**src/rtl/mw_pkg.sv**
```systemverilog
package mw_pkg;

  // decoder phases
  typedef enum logic [2:0] {
    ST_IDLE,
    ST_OPC,
    ST_ADDR,
    ST_DATA,
    ST_READ,
    ST_SINK
  } mw_state_e;

  // two-bit opcode following the start bit
  typedef enum logic [1:0] {
    OP_EXT   = 2'b00,
    OP_WRITE = 2'b01,
    OP_READ  = 2'b10,
    OP_ERASE = 2'b11
  } mw_op_e;

  // extended function carried in the two top address bits
  typedef enum logic [1:0] {
    EX_LOCK   = 2'b00,
    EX_FILL   = 2'b01,
    EX_CLEAR  = 2'b10,
    EX_UNLOCK = 2'b11
  } mw_ext_e;

endpackage

```
**src/rtl/mw_cmd_decoder.sv**
```systemverilog
module mw_cmd_decoder
  import mw_pkg::*;
#(
  parameter int ADDR_W = 6,
  parameter int DATA_W = 16
) (
  input  logic              clk,
  input  logic              rst_n,
  input  logic              cs_s,
  input  logic              sdi_s,
  input  logic              rise,
  input  logic              busy,
  input  logic [DATA_W-1:0] rd_word,
  output logic [ADDR_W-1:0] rd_addr,
  output logic              wr_one,
  output logic              wr_all,
  output logic [ADDR_W-1:0] wr_addr,
  output logic [DATA_W-1:0] wr_data,
  output logic              launch,
  output logic              sdo
);

  localparam int CNT_W = $clog2(DATA_W + 1);
  localparam logic [CNT_W-1:0] ADDR_LAST = CNT_W'(ADDR_W - 1);
  localparam logic [CNT_W-1:0] DATA_LAST = CNT_W'(DATA_W - 1);
  localparam logic [CNT_W-1:0] READ_END  = CNT_W'(DATA_W);

  mw_state_e         st_q, st_n;
  logic [CNT_W-1:0]  cnt_q, cnt_n;
  mw_op_e            opc_q, opc_n;
  logic [ADDR_W-1:0] addr_q, addr_n;
  logic [DATA_W-1:0] data_q, data_n;
  logic [DATA_W-1:0] rd_q, rd_n;
  logic              we_q, we_n;
  logic              stat_q, stat_n;
  logic              sdo_q, sdo_n;
  logic [ADDR_W-1:0] addr_full;

  assign addr_full = {addr_q[ADDR_W-2:0], sdi_s};
  assign rd_addr   = addr_full;

  always_comb begin
    st_n    = st_q;
    cnt_n   = cnt_q;
    opc_n   = opc_q;
    addr_n  = addr_q;
    data_n  = data_q;
    rd_n    = rd_q;
    we_n    = we_q;
    stat_n  = stat_q;
    sdo_n   = sdo_q;
    wr_one  = 1'b0;
    wr_all  = 1'b0;
    wr_addr = addr_q;
    wr_data = data_q;
    launch  = 1'b0;

    if (!cs_s) begin
      st_n  = ST_IDLE;
      cnt_n = '0;
      sdo_n = 1'b0;
    end else begin
      unique case (st_q)
        ST_IDLE: begin
          sdo_n = stat_q & ~busy;
          if (rise && sdi_s && !busy) begin
            st_n   = ST_OPC;
            cnt_n  = '0;
            stat_n = 1'b0;
            sdo_n  = 1'b0;
          end
        end

        ST_OPC: begin
          if (rise) begin
            opc_n = mw_op_e'({opc_q[0], sdi_s});
            if (cnt_q != '0) begin
              st_n  = ST_ADDR;
              cnt_n = '0;
            end else begin
              cnt_n = cnt_q + 1'b1;
            end
          end
        end

        ST_ADDR: begin
          if (rise) begin
            addr_n = addr_full;
            if (cnt_q == ADDR_LAST) begin
              cnt_n = '0;
              st_n  = ST_SINK;
              unique case (opc_q)
                OP_READ: begin
                  rd_n  = rd_word;
                  st_n  = ST_READ;
                  sdo_n = 1'b0;
                end
                OP_WRITE: st_n = ST_DATA;
                OP_ERASE: begin
                  if (we_q) begin
                    wr_one  = 1'b1;
                    wr_addr = addr_full;
                    wr_data = '1;
                    launch  = 1'b1;
                    stat_n  = 1'b1;
                  end
                end
                OP_EXT: begin
                  unique case (mw_ext_e'(addr_full[ADDR_W-1 -: 2]))
                    EX_UNLOCK: we_n = 1'b1;
                    EX_LOCK:   we_n = 1'b0;
                    EX_FILL:   st_n = ST_DATA;
                    EX_CLEAR: begin
                      if (we_q) begin
                        wr_all  = 1'b1;
                        wr_data = '1;
                        launch  = 1'b1;
                        stat_n  = 1'b1;
                      end
                    end
                  endcase
                end
              endcase
            end else begin
              cnt_n = cnt_q + 1'b1;
            end
          end
        end

        ST_DATA: begin
          if (rise) begin
            data_n = {data_q[DATA_W-2:0], sdi_s};
            if (cnt_q == DATA_LAST) begin
              cnt_n = '0;
              st_n  = ST_SINK;
              if (we_q) begin
                wr_one  = (opc_q == OP_WRITE);
                wr_all  = (opc_q == OP_EXT);
                wr_data = data_n;
                launch  = 1'b1;
                stat_n  = 1'b1;
              end
            end else begin
              cnt_n = cnt_q + 1'b1;
            end
          end
        end

        ST_READ: begin
          if (rise) begin
            if (cnt_q == READ_END) begin
              st_n  = ST_SINK;
              sdo_n = 1'b0;
            end else begin
              sdo_n = rd_q[DATA_W-1];
              rd_n  = {rd_q[DATA_W-2:0], 1'b0};
              cnt_n = cnt_q + 1'b1;
            end
          end
        end

        default: sdo_n = 1'b0;
      endcase
    end
  end

  always_ff @(posedge clk or negedge rst_n) begin
    if (!rst_n) begin
      st_q   <= ST_IDLE;
      cnt_q  <= '0;
      opc_q  <= OP_EXT;
      addr_q <= '0;
      data_q <= '0;
      rd_q   <= '0;
      we_q   <= 1'b0;
      stat_q <= 1'b0;
      sdo_q  <= 1'b0;
    end else begin
      st_q   <= st_n;
      cnt_q  <= cnt_n;
      opc_q  <= opc_n;
      addr_q <= addr_n;
      data_q <= data_n;
      rd_q   <= rd_n;
      we_q   <= we_n;
      stat_q <= stat_n;
      sdo_q  <= sdo_n;
    end
  end

  assign sdo = sdo_q;


  abort_idle_chk: assert property (@(posedge clk) disable iff (!rst_n)
    !cs_s |=> (st_q == ST_IDLE));


  wp_gate_chk: assert property (@(posedge clk) disable iff (!rst_n)
    (wr_one || wr_all) |-> we_q);


  read_hold_chk: assert property (@(posedge clk) disable iff (!rst_n)
    (st_q == ST_READ && cs_s && !rise) |=> $stable(sdo_q));


  one_kind_chk: assert property (@(posedge clk) disable iff (!rst_n)
    $onehot0({wr_one, wr_all}));

endmodule

```
**config.mk**
```make
export PLATFORM = sky130hd
export DESIGN_NAME = mw_cmd_decoder
export DESIGN_NICKNAME = d
export VERILOG_FILES = /design/src/rtl/mw_pkg.sv /design/src/rtl/mw_cmd_decoder.sv
export SDC_FILE = /design/constraint.sdc
export NUM_CORES = 1
export LEC_CHECK = 0
export ABC_AREA = 1
export BUFFER_PORTS_ARGS = -buffer_cell sky130_fd_sc_hd__buf_2
export CORE_MARGIN = 2
export CORE_UTILIZATION = 62
export DETAILED_ROUTE_END_ITERATION = 12
export GPL_ROUTABILITY_DRIVEN = 0
export GPL_TIMING_DRIVEN = 1
export PLACE_DENSITY_LB_ADDON = 0.25
export SYNTH_ARGS = -nofsm -noshare
export SYNTH_HDL_FRONTEND = slang
export SYNTH_SLANG_ARGS = --single-unit
```
**constraint.sdc**
```tcl
create_clock -name clk -period 6.34 [get_ports clk]
set_input_delay 1.268 -clock clk [delete_from_list [all_inputs] [get_ports clk]]
set_output_delay 1.268 -clock clk [all_outputs]
set_load 0.1 [all_outputs]
```
* After elaboration in Yosys (flattened, before gate mapping) *
Cells that the tools add are included.

word-level totals
  flip-flop bits (word level) = 51
  input bits = 22
  output and inout port bits = 32
  word-level logic and storage cells = 157

cells by class
  add/sub/neg operators = 1
  equal/unequal tests = 36
  muxes and demuxes = 89
  bitwise operators = 2
  reduce and logical (&&, ||, !) cells = 20

operators with widths
  cell                 count
  $mux 16              13
  $pmux 16 s2          3
  $mux 5               10
  $mux 6               6
  $mux 1               35
  $mux 3               11
  $ne 3x3->1 const B   10
  $pmux 5 s5           1
  $ne 2x2->1 const B   8
  $pmux 3 s5           1
  $reduce_and 7->1     2
  $pmux 1 s2           6
  $reduce_and 10->1    1
  $ne 3x2->1 const B   3
  $pmux 3 s3           1
  $reduce_and 3->1     3
  $reduce_and 9->1     1
  $eq 2x2->1 const B   4
  $eq 3x2->1 const B   2
  $ne 6x1->1 const B   1
  $reduce_and 6->1     1
  $add 5x1->5 const B  1
  $eq 5x3->1 const B   1
  $eq 5x4->1 const B   1
  other kinds (18)     22

* Longest topological paths before layout *
Gate-level depths: netlist of the first run.

  depth in word-level cells = 7
  mapped depth = 12
  mapped depth without buffers = 12

* Least setup slack after synthesis of the first run *
Ideal clock, no wire load.

  path kind = input-to-output
  from = input port rise
  to = output port wr_addr[0]
  arrival = 4.045 ns
  data required time = 5.072 ns
  slack = 1.027 ns
  cell stages on the path = 6
  buffers on the path = 2
  path through = buf_2 -> nand2_1 -> nor2_1 -> nand2_1 -> buf_2 -> o21ai_0

on the way
  cells in the longest elaborated chain, start to end = 3

RTL lines
  item         line                  source
  from (decl)  mw_cmd_decoder.sv:11  input logic rise,
  $mux 6       mw_cmd_decoder.sv:87  if (rise) begin
  $mux 6       mw_cmd_decoder.sv:63  unique case (st_q)
  $mux 6       mw_cmd_decoder.sv:58  if (!cs_s) begin
  to (decl)    mw_cmd_decoder.sv:17  output logic [ADDR_W-1:0] wr_addr,

No other way between the ends.

* Final worst setup path of the first run *
  from = input port cs_s
  to = output port wr_addr[4]

on the way
  cells in the longest elaborated chain, start to end = 1

RTL lines
  item         line                  source
  from (decl)  mw_cmd_decoder.sv:9   input logic cs_s,
  $mux 6       mw_cmd_decoder.sv:58

No other way between the ends.

==> results.ini, run 1 <==
[status]
outcome=finished clean

[pwr]
peakVddDrop_mv=0.3914
p_per_area_mw_per_mm2=338.1
p_leak_nw=2.093

[critical_path]
worstReg2RegStart=st_q[2]
endpoint_kind=primary output
startpoint=cs_s
crit_type=in -> out
cp-start-kind=primary input
path_max_fanout=33
cp.required_ns=5.07
crit_arrival_ns=3.47
r2r_setup_slack_ns=3.62

[timing]
fin_skew_ns=0.006092
rsz0062_at_grt=false
fmax_ghz=0.2111
worst_pin_slew_ns=0.9677
finalMaxSlewViolations=0
fin_crit_sh_pct=74.72
fin_crit_ns=4.737
finalSetupViolCount=0
holdWs_ns=0.4899
hold_viol=0
max_slew_margin_pct=35.33
tns_ns=0

[yosys]
synth-main-ff-cell=dfrtp_1
ys_ff_latch=51
synth.avg_cell_area_um2=7.050
async_flop_share_pct=100.0
synth_seq_area_share_pct=35.56
synth_commonest_cells=152 x nand2_1, 52 x inv_1, 51 x dfrtp_1, 45 x o21ai_0, 44 x nand3_1
synth_edf_count=0
syn-instance-count=509
synth.most_common_cell=nand2_1
yosysTopAreaCell=dfrtp_1
synth_top_area_share_pct=35.56
ys_types=33
synth_nets=544
syn_area_mm2=0.003588
yosysWarningCount=0
synth_area_leaders=dfrtp_1 36%, nand2_1 16%, o21ai_0 6.3%

[clock_network]
post_cts_resized=0
clock_latency_ns=0.31
cts_tree=yes
cts_buffers=5
htree_levels=2
clock_sink_count=51
clock-root-buffer=clkbuf_8
holdBufCountCts=0
cts_buffer_depth=2
cts_setup_buffers=0
clk_pin_slew_worst_paths_ns=0.10

[final_layout]
drive_above_1_share_pct=16.73
multi_input_area_mm2=0.001929
seq_area_mm2=0.001276
n_antenna_cell=0
syn_to_final_growth_pct=8.508
fillers=491
nNetsFinal=578

[flow_run]
maxCapViolCount=0

[die]
initial_core_util_pct=64.77
core_area_mm2=0.005540
pin_count=54
row_count=27
die_h_um=80.08
die_w_um=80.08
die_area_mm2=0.006412

[route]
drtAntennaViolNets=0
drt-vias-per-instance=5.404
drt_first_pass_iters=5
drt_iter0_markers=251
vias=3329
wire_per_inst_um=12.68
drt_wl_total_um=7810
detail_route.drc_violations=0

[global_routing]
grt_usage_pct=26.12
antenna_found_initial=0
grt_pass1_vias=2946
grt_pass1_wl_um=13320
grt_max_degree=52
grt_overflow=0

[min_path]
hold_start=rd_q[14]
holdCritPathClass=reg -> reg

[place]
io_buffers=53
hpwl_um=5583

-- stage by stage --
step                area, µm²  setup WS, ns  util, %  std cells  power, mW
floorplan                3588         1.027        -        509     0.9866
global placement         3779         1.753    68.20        608      1.065
detailed placement       3779         1.668    68.20        608      1.082
CTS                      3894         1.656    70.28        616      1.322
global route             3894         1.327    70.28        616      1.394
finish                   3894         1.603    70.28        616      1.317
-- layout make-up --
class / count / share of cell area (%)
flip-flops and latches: 51 / 32.78
well taps: 72 / 2.314
inverters: 56 / 5.398
clock inverters: 3 / 1.189
repair buffers: 54 / 7.005
multi-input cells: 375 / 49.55
clock buffers: 5 / 1.767
-- flip-flops by register name (all words and copies together) (netlist names) --
register / cells
data_q: 16
rd_q: 16
addr_q: 6
cnt_q: 5
st_q: 3
opc_q: 2
sdo: 1
stat_q: 1
we_q: 1
-- cell usage in the layout (no fill, tap or decap), types with 5 or more instances in the layout --
cell type,count
buf_2,53
nor2_1,38
nor3_1,5
a21oi_1,21
dfrtp_1,51
o21ai_2,13
o21ai_1,5
o21ai_0,45
clkbuf_8,5
nand3_1,44
inv_1,52
nand2_1,152
ha_1,13
mux2i_1,15
-- cell families after synthesis --
kind of cell             Yosys count  synth area share [%]
multiplexers                      15                 4.184
XOR/XNOR                           2                0.4882
buffers and inverters             83                 10.67
adder cells (fa/ha/maj)           13                 4.533
AO/OA/AOI/OAI                     87                 13.70
AND/OR/NAND/NOR                  258                 30.86
flip-flops                        51                 35.56
-- where the power goes --
part / internal (mW) / switching, mW
Clock: 0.119 / 0.120
Sequential: 0.386 / 0.0511
Combinational: 0.131 / 0.510
-- metal layers --
metal,up-vias,GRT usage [%],routed length [µm]
met5,-,0,0
met4,0,7.966,137
met3,15,3.708,428
met2,107,42.25,3726
met1,1522,36.51,3516
li1,1685,-,-
-- worst paths after layout --
| kind | cells past startpoint | end |
|---|---|---|
| max in group asynchronous | 2 | st_q[2] |
| setup reg to reg | 6 | rd_q[15] |
| setup / recovery | 6 | wr_addr[4] |
| min in group asynchronous | 2 | opc_q[0] |
| hold / removal | 2 | rd_q[14] |
| hold reg to reg | 2 | rd_q[14] |
-- critical path: stages --
cell and delay (ns):
buf_2 0.46, nand2_1 0.19, nor2_1 0.52, nand2_1 0.35
o21ai_0 0.23, buf_2 0.45
(Power assumes the default switching activity.)
==> run 2, diff against run 1 <==
CORE_UTILIZATION = 58   (was 62)
clock period = 4.7 ns   (was 6.34 ns; I/O delays follow)
==> run 2 against run 1 <==
Effect of this change: die area grew 6.5%; non-clock buffer count grew 1; clock power rose by 20%; cell count up 0.65%; first-iteration DRC count decreased by 29%; global-route usage is 0.83 points lower; worst hold slack better by 0.0056 ns; via count fell by 1.1%; count of clock-buffer cells in the layout stayed put; sequential power grew 34%; critical path type is now reg -> out; critical endpoint is now wr_data[14].
==> results.ini, run 2 (synthesis gave the netlist of run 1 again) <==
[route]
drtAntennaViolNets=0  ; unchanged
vias=3291  ; was 3329
drt_iter0_markers=177  ; was 251
detail_route.drc_violations=0  ; unchanged
drt-vias-per-instance=5.308  ; was 5.404
drt_wl_total_um=7992  ; was 7810 µm
drt_first_pass_iters=5  ; unchanged
wire_per_inst_um=12.89  ; was 12.68 µm

[place]
hpwl_um=5688  ; was 5583 µm
dp.cells=612  ; was 608
io_buffers=53  ; unchanged
dpl_cell_area_mm2=0.003790  ; was 0.003779 mm²

[timing]
fin_crit_ns=3.974
max_slew_margin_pct=33.28  ; was 35.33%
fin_skew_ns=0.01127  ; was 0.006092 ns
rsz0062_at_grt=false  ; unchanged
finalMaxSlewViolations=0  ; unchanged
worst_pin_slew_ns=0.9984  ; was 0.9677 ns
finalSetupViolCount=0  ; unchanged
fmax_ghz=0.2516
hold_viol=0  ; unchanged
fin_crit_sh_pct=84.55
tns_ns=0  ; unchanged

[pwr]
p_leak_nw=2.094  ; was 2.093 nW
p_per_area_mw_per_mm2=447.8  ; was 338.1 mW/mm²
peakVddDrop_mv=0.5641  ; was 0.3914 mV
power_mw=1.741  ; was 1.317 mW

[clock_network]
cts_buffer_depth=2  ; unchanged
cts_setup_buffers=0  ; unchanged
clock-root-buffer=clkbuf_8  ; unchanged
clk_pin_slew_worst_paths_ns=0.11  ; was 0.10 ns
htree_levels=2  ; unchanged
post_cts_resized=0  ; unchanged
cts_tree=yes  ; unchanged
clock_sink_count=51  ; unchanged
cts_buffers=5  ; unchanged
clock_latency_ns=0.32  ; was 0.31 ns
holdBufCountCts=0  ; unchanged

[final_layout]
stdcell_count=620  ; was 616
fillers=561  ; was 491
final_cell_area_mm2=0.003887  ; was 0.003894 mm²
nNetsFinal=579  ; was 578
layout_commonest_cell=nand2_1  ; unchanged
drive_above_1_share_pct=16.88  ; was 16.73%
n_antenna_cell=0  ; unchanged
largestRegisters=data_q (16), rd_q (16), addr_q (6)  ; unchanged
layout_common_cells=152 x nand2_1, 53 x buf_2, 52 x inv_1  ; unchanged
syn_to_final_growth_pct=8.333  ; was 8.508%

[die]
pin_count=54  ; unchanged
row_count=28  ; was 27
core_area_mm2=0.005956  ; was 0.005540 mm²
initial_core_util_pct=60.25  ; was 64.77%
die_w_um=82.66  ; was 80.08 µm
die_h_um=82.66  ; was 80.08 µm
die_area_mm2=0.006832  ; was 0.006412 mm²

[critical_path]
path_cells=ha_1, nand2_1, nor2_1, ha_1, nand3_1, inv_1, o21ai_1, a21oi_1, nand2_1, buf_2  ; was buf_2, nand2_1, nor2_1, nand2_1, o21ai_0, buf_2
cp-start-kind=register  ; was primary input
cp.required_ns=3.76  ; was 5.07 ns
path_max_fanout=11  ; was 33
crit_arrival_ns=3.03  ; was 3.47 ns
endpoint_kind=primary output  ; unchanged
slowest_stage=o21ai_1  ; was nor2_1
slowest_delay_ns=0.69  ; was 0.52 ns
crit_type=reg -> out  ; was in -> out

[global_routing]
grt_pass1_vias=2993  ; was 2946
grt_max_degree=52  ; unchanged
grt_pass1_wl_um=13540  ; was 13320 µm
grt_overflow=0  ; unchanged
antenna_found_initial=0  ; unchanged
grt_usage_pct=25.29  ; was 26.12%

[flow_run]
maxCapViolCount=0  ; unchanged

[status]
outcome=finished clean  ; unchanged

[min_path]
holdCritPathClass=reg -> reg  ; unchanged

[run 2: changes by cell type in the layout (fill, tap and decap cells not counted), sizes merged]
cell      before  now
bufinv         1    0
clkinvlp       1    0
clkinv         1    3
buf           54   55
[run 2: worst paths after layout]
| kind | from | to | slack, ns | cells past startpoint |
|---|---|---|---|---|
| min in group asynchronous | rst_n | addr_q[4] | 0.72 | 2 |
| worst max register to register | st_q[2] | rd_q[15] | 2.02 | 6 |
| max in group asynchronous | rst_n | rd_q[8] | 3.54 | 2 |
| worst max-delay path | cnt_q[0] | wr_data[14] | 0.73 | 10 |
| worst min-delay path | rd_q[5] | rd_q[5] | 0.50 | 2 |
| worst min register to register | rd_q[5] | rd_q[5] | 0.50 | 2 |
[run 2: layout make-up]
| cell class | count | area (µm²) | area share [%] |
|---|---|---|---|
| Clock buffer | 5 | 68.82 | 1.770 |
| Tap cell | 75 | 93.84 | 2.414 |
| Timing Repair Buffer | 55 | 280.3 | 7.210 |
| Sequential cell | 51 | 1276 | 32.83 |
| Clock inverter | 3 | 28.78 | 0.7403 |
| Multi-Input combinational cell | 375 | 1929 | 49.63 |
| Inverter | 56 | 210.2 | 5.407 |
[run 2: critical path, delay by kind of cell, from the launching register on]
| kind | cells | cell delay, ns |
|---|---|---|
| adders and majority gates | 2 | 0.46 |
| and+or+nand+nor | 4 | 0.44 |
| AOI/OAI and AO/OA | 2 | 0.85 |
| buffers and inverters | 2 | 0.51 |
| DFF | 1 | 0.45 |
[run 2: metal layers]
metal	global-route usage (%)	share of wire, %	wire, µm	vias up
met2	41.69	48	3820	80
met5	0	0	0	-
met4	7.377	1.1	89	0
li1	-	-	-	1690
met3	3.478	5.1	409	8
met1	34.74	46	3672	1513
[run 2: per-stage QoR]
step / utilization [%] / hold slack, ns / setup WS [ns]
after floorplan: - / 0.4530 / 0.04303
after global placement: 63.63 / 0.4640 / 1.089
after detailed placement: 63.63 / 0.4688 / 0.9968
after CTS: 65.27 / 0.4959 / 0.8059
after global routing: 65.27 / 0.5272 / 0.4148
final: 65.27 / 0.4954 / 0.7262
[run 2: report_power, final]
| part | switching, mW | internal (mW) |
|---|---|---|
| logic | 0.689 | 0.178 |
| registers | 0.0674 | 0.520 |
| clock network | 0.175 | 0.111 |
| total | 0.932 | 0.809 |
==> run 3, diff against run 2 <==
clock period = 4.1 ns   (was 4.7 ns; I/O delays follow)
==> run 3 against run 2 <==
Effect of this change: critical path depth is 1 higher; non-clock buffer count is 3 higher; cell area is 1.0% higher; count of clock-buffer cells in the layout stayed put; register-to-register slack worse by 0.23 ns; cell count is 0.48% higher; die area stayed put; sequential power is 15% higher; wire length is 0.93% lower; first-iteration DRC count is 47% higher; utilization is 0.67 points higher; clock power is 27% higher.
==> results.ini, run 3 (synthesis gave the netlist of run 1 again) <==
[clock_network]
post_cts_resized=0  ; unchanged
clock_sink_count=51  ; unchanged
clock-root-buffer=clkbuf_8  ; unchanged
cts_buffers=5  ; unchanged
htree_levels=2  ; unchanged
cts_setup_buffers=0  ; unchanged
holdBufCountCts=0  ; unchanged
clock_latency_ns=0.31  ; was 0.32 ns
clk_pin_slew_worst_paths_ns=0.10  ; was 0.11 ns
cts_tree=yes  ; unchanged
cts_buffer_depth=2  ; unchanged

[critical_path]
cp-start-kind=register  ; unchanged
r2r_cells=6  ; unchanged
path_buf_inv=1  ; was 2
slowest_stage=dfrtp_1  ; was o21ai_1
cp.required_ns=3.28  ; was 3.76 ns
crit_arrival_ns=2.91  ; was 3.03 ns
endpoint_kind=primary output  ; unchanged
critPathMostFrequentCell=nand2_1
crit_type=reg -> out  ; unchanged
slowest_delay_ns=0.44  ; was 0.69 ns
crit_cells=11  ; was 10
path_cells=ha_1, nand2_1, nor2_1, ha_1, nand3_1, nor2_2, nand2_1, nor2_1, a21oi_1, nand2_1, buf_2  ; was ha_1, nand2_1, nor2_1, ha_1, nand3_1, inv_1, o21ai_1, a21oi_1, nand2_1, buf_2
path_delay_family=simple AND/OR/NAND/NOR gates  ; was compound AO/OA/AOI/OAI gates
path_max_fanout=11  ; unchanged

[route]
drt-vias-per-instance=5.310  ; was 5.308
drt_first_pass_iters=5  ; unchanged
drtAntennaViolNets=0  ; unchanged
detail_route.drc_violations=0  ; unchanged
drt_iter0_markers=261  ; was 177
drt_wl_total_um=7918  ; was 7992 µm
vias=3308  ; was 3291
wire_per_inst_um=12.71  ; was 12.89 µm

[place]
dp.cells=615  ; was 612
io_buffers=53  ; unchanged
pre_cts_ws_ns=0.7514  ; was 0.9968 ns
hpwl_um=5814  ; was 5688 µm

[global_routing]
grt_overflow=0  ; unchanged
grt_pass1_wl_um=12920  ; was 13540 µm
grt_max_degree=52  ; unchanged
grt_usage_pct=23.91  ; was 25.29%
antenna_found_initial=0  ; unchanged
grt_pass1_vias=2894  ; was 2993

[flow_run]
maxCapViolCount=0  ; unchanged

[timing]
max_slew_margin_pct=43.49  ; was 33.28%
tns_ns=0  ; unchanged
fmax_ghz=0.2680
hold_viol=0  ; unchanged
worst_pin_slew_ns=0.8456  ; was 0.9984 ns
rsz0062_at_grt=false  ; unchanged
fin_crit_ns=3.731
layout_setup_ws_ns=0.3690  ; was 0.7262 ns
fin_skew_ns=0.007085  ; was 0.01127 ns
fin_crit_sh_pct=91.00
finalMaxSlewViolations=0  ; unchanged
finalSetupViolCount=0  ; unchanged

[pwr]
p_per_area_mw_per_mm2=516.8  ; was 447.8 mW/mm²
power_mw=2.030  ; was 1.741 mW
peakVddDrop_mv=0.8666  ; was 0.5641 mV
p_leak_nw=2.112  ; was 2.094 nW

[die]
die_w_um=82.66  ; unchanged
die_h_um=82.66  ; unchanged
initial_core_util_pct=60.25  ; unchanged
die_area_mm2=0.006832  ; unchanged
pin_count=54  ; unchanged
row_count=28  ; unchanged
core_area_mm2=0.005956  ; unchanged

[final_layout]
nNetsFinal=582  ; was 579
drive_above_1_share_pct=17.34  ; was 16.88%
largestRegisters=data_q (16), rd_q (16), addr_q (6)  ; unchanged
n_antenna_cell=0  ; unchanged
syn_to_final_growth_pct=9.449  ; was 8.333%
layout_common_cells=152 x nand2_1, 53 x buf_2, 52 x inv_1  ; unchanged
layout_commonest_cell=nand2_1  ; unchanged
stdcell_count=623  ; was 620
final_util_pct=65.95  ; was 65.27%

[min_path]
holdCritPathClass=reg -> reg  ; unchanged
hold_depth=2  ; unchanged

[status]
outcome=finished clean  ; unchanged

## run 3: tightest hold or removal path: cells and delay by family, from the launching register on
kind	cells	cell delay, ns
DFF	1	0.36
and+or+nand+nor	1	0.06
AOI/OAI and AO/OA	1	0.05
## run 3: final cells by class
| class | count | area [µm²] |
|---|---|---|
| clock buffers | 5 | 68.82 |
| clock inverters | 3 | 46.29 |
| fillers | 551 | 2028 |
| inverters | 56 | 210.2 |
| multi-input cells | 375 | 1929 |
| flip-flops and latches | 51 | 1276 |
| well taps | 75 | 93.84 |
| repair buffers | 58 | 302.8 |
## run 3: final timing paths
kind                                from     endpoint  slack (ns)
worst min-delay path            rd_q[14]     rd_q[14]        0.49
min in group asynchronous          rst_n    addr_q[0]        0.59
worst min register to register  rd_q[14]     rd_q[14]        0.49
worst max-delay path            cnt_q[0]  wr_data[10]        0.37
max in group asynchronous          rst_n    data_q[9]        3.04
worst max register to register   st_q[2]      rd_q[2]        1.79
## run 3: stage by stage
step	instance area, µm²	hold slack [ns]
after floorplan	3588	0.4530
after global placement	3812	0.4653
final	3928	0.4932
after global routing	3928	0.5268
after CTS	3928	0.4937
after detailed placement	3812	0.4693
## run 3: power by group
part           switching (mW)  internal, mW
clock                   0.180         0.184
combinational           0.786         0.206
sequential             0.0773         0.596
total                    1.04         0.986
## run 3: routing by layer
layer | vias to the layer above | GRT usage (%) | part of all wire [%]
li1 | 1699 | - | -
met1 | 1514 | 31.56 | 46
met2 | 86 | 40.97 | 48
met3 | 9 | 4.130 | 4.6
met4 | 0 | 5.574 | 0.96
met5 | - | 0 | 0
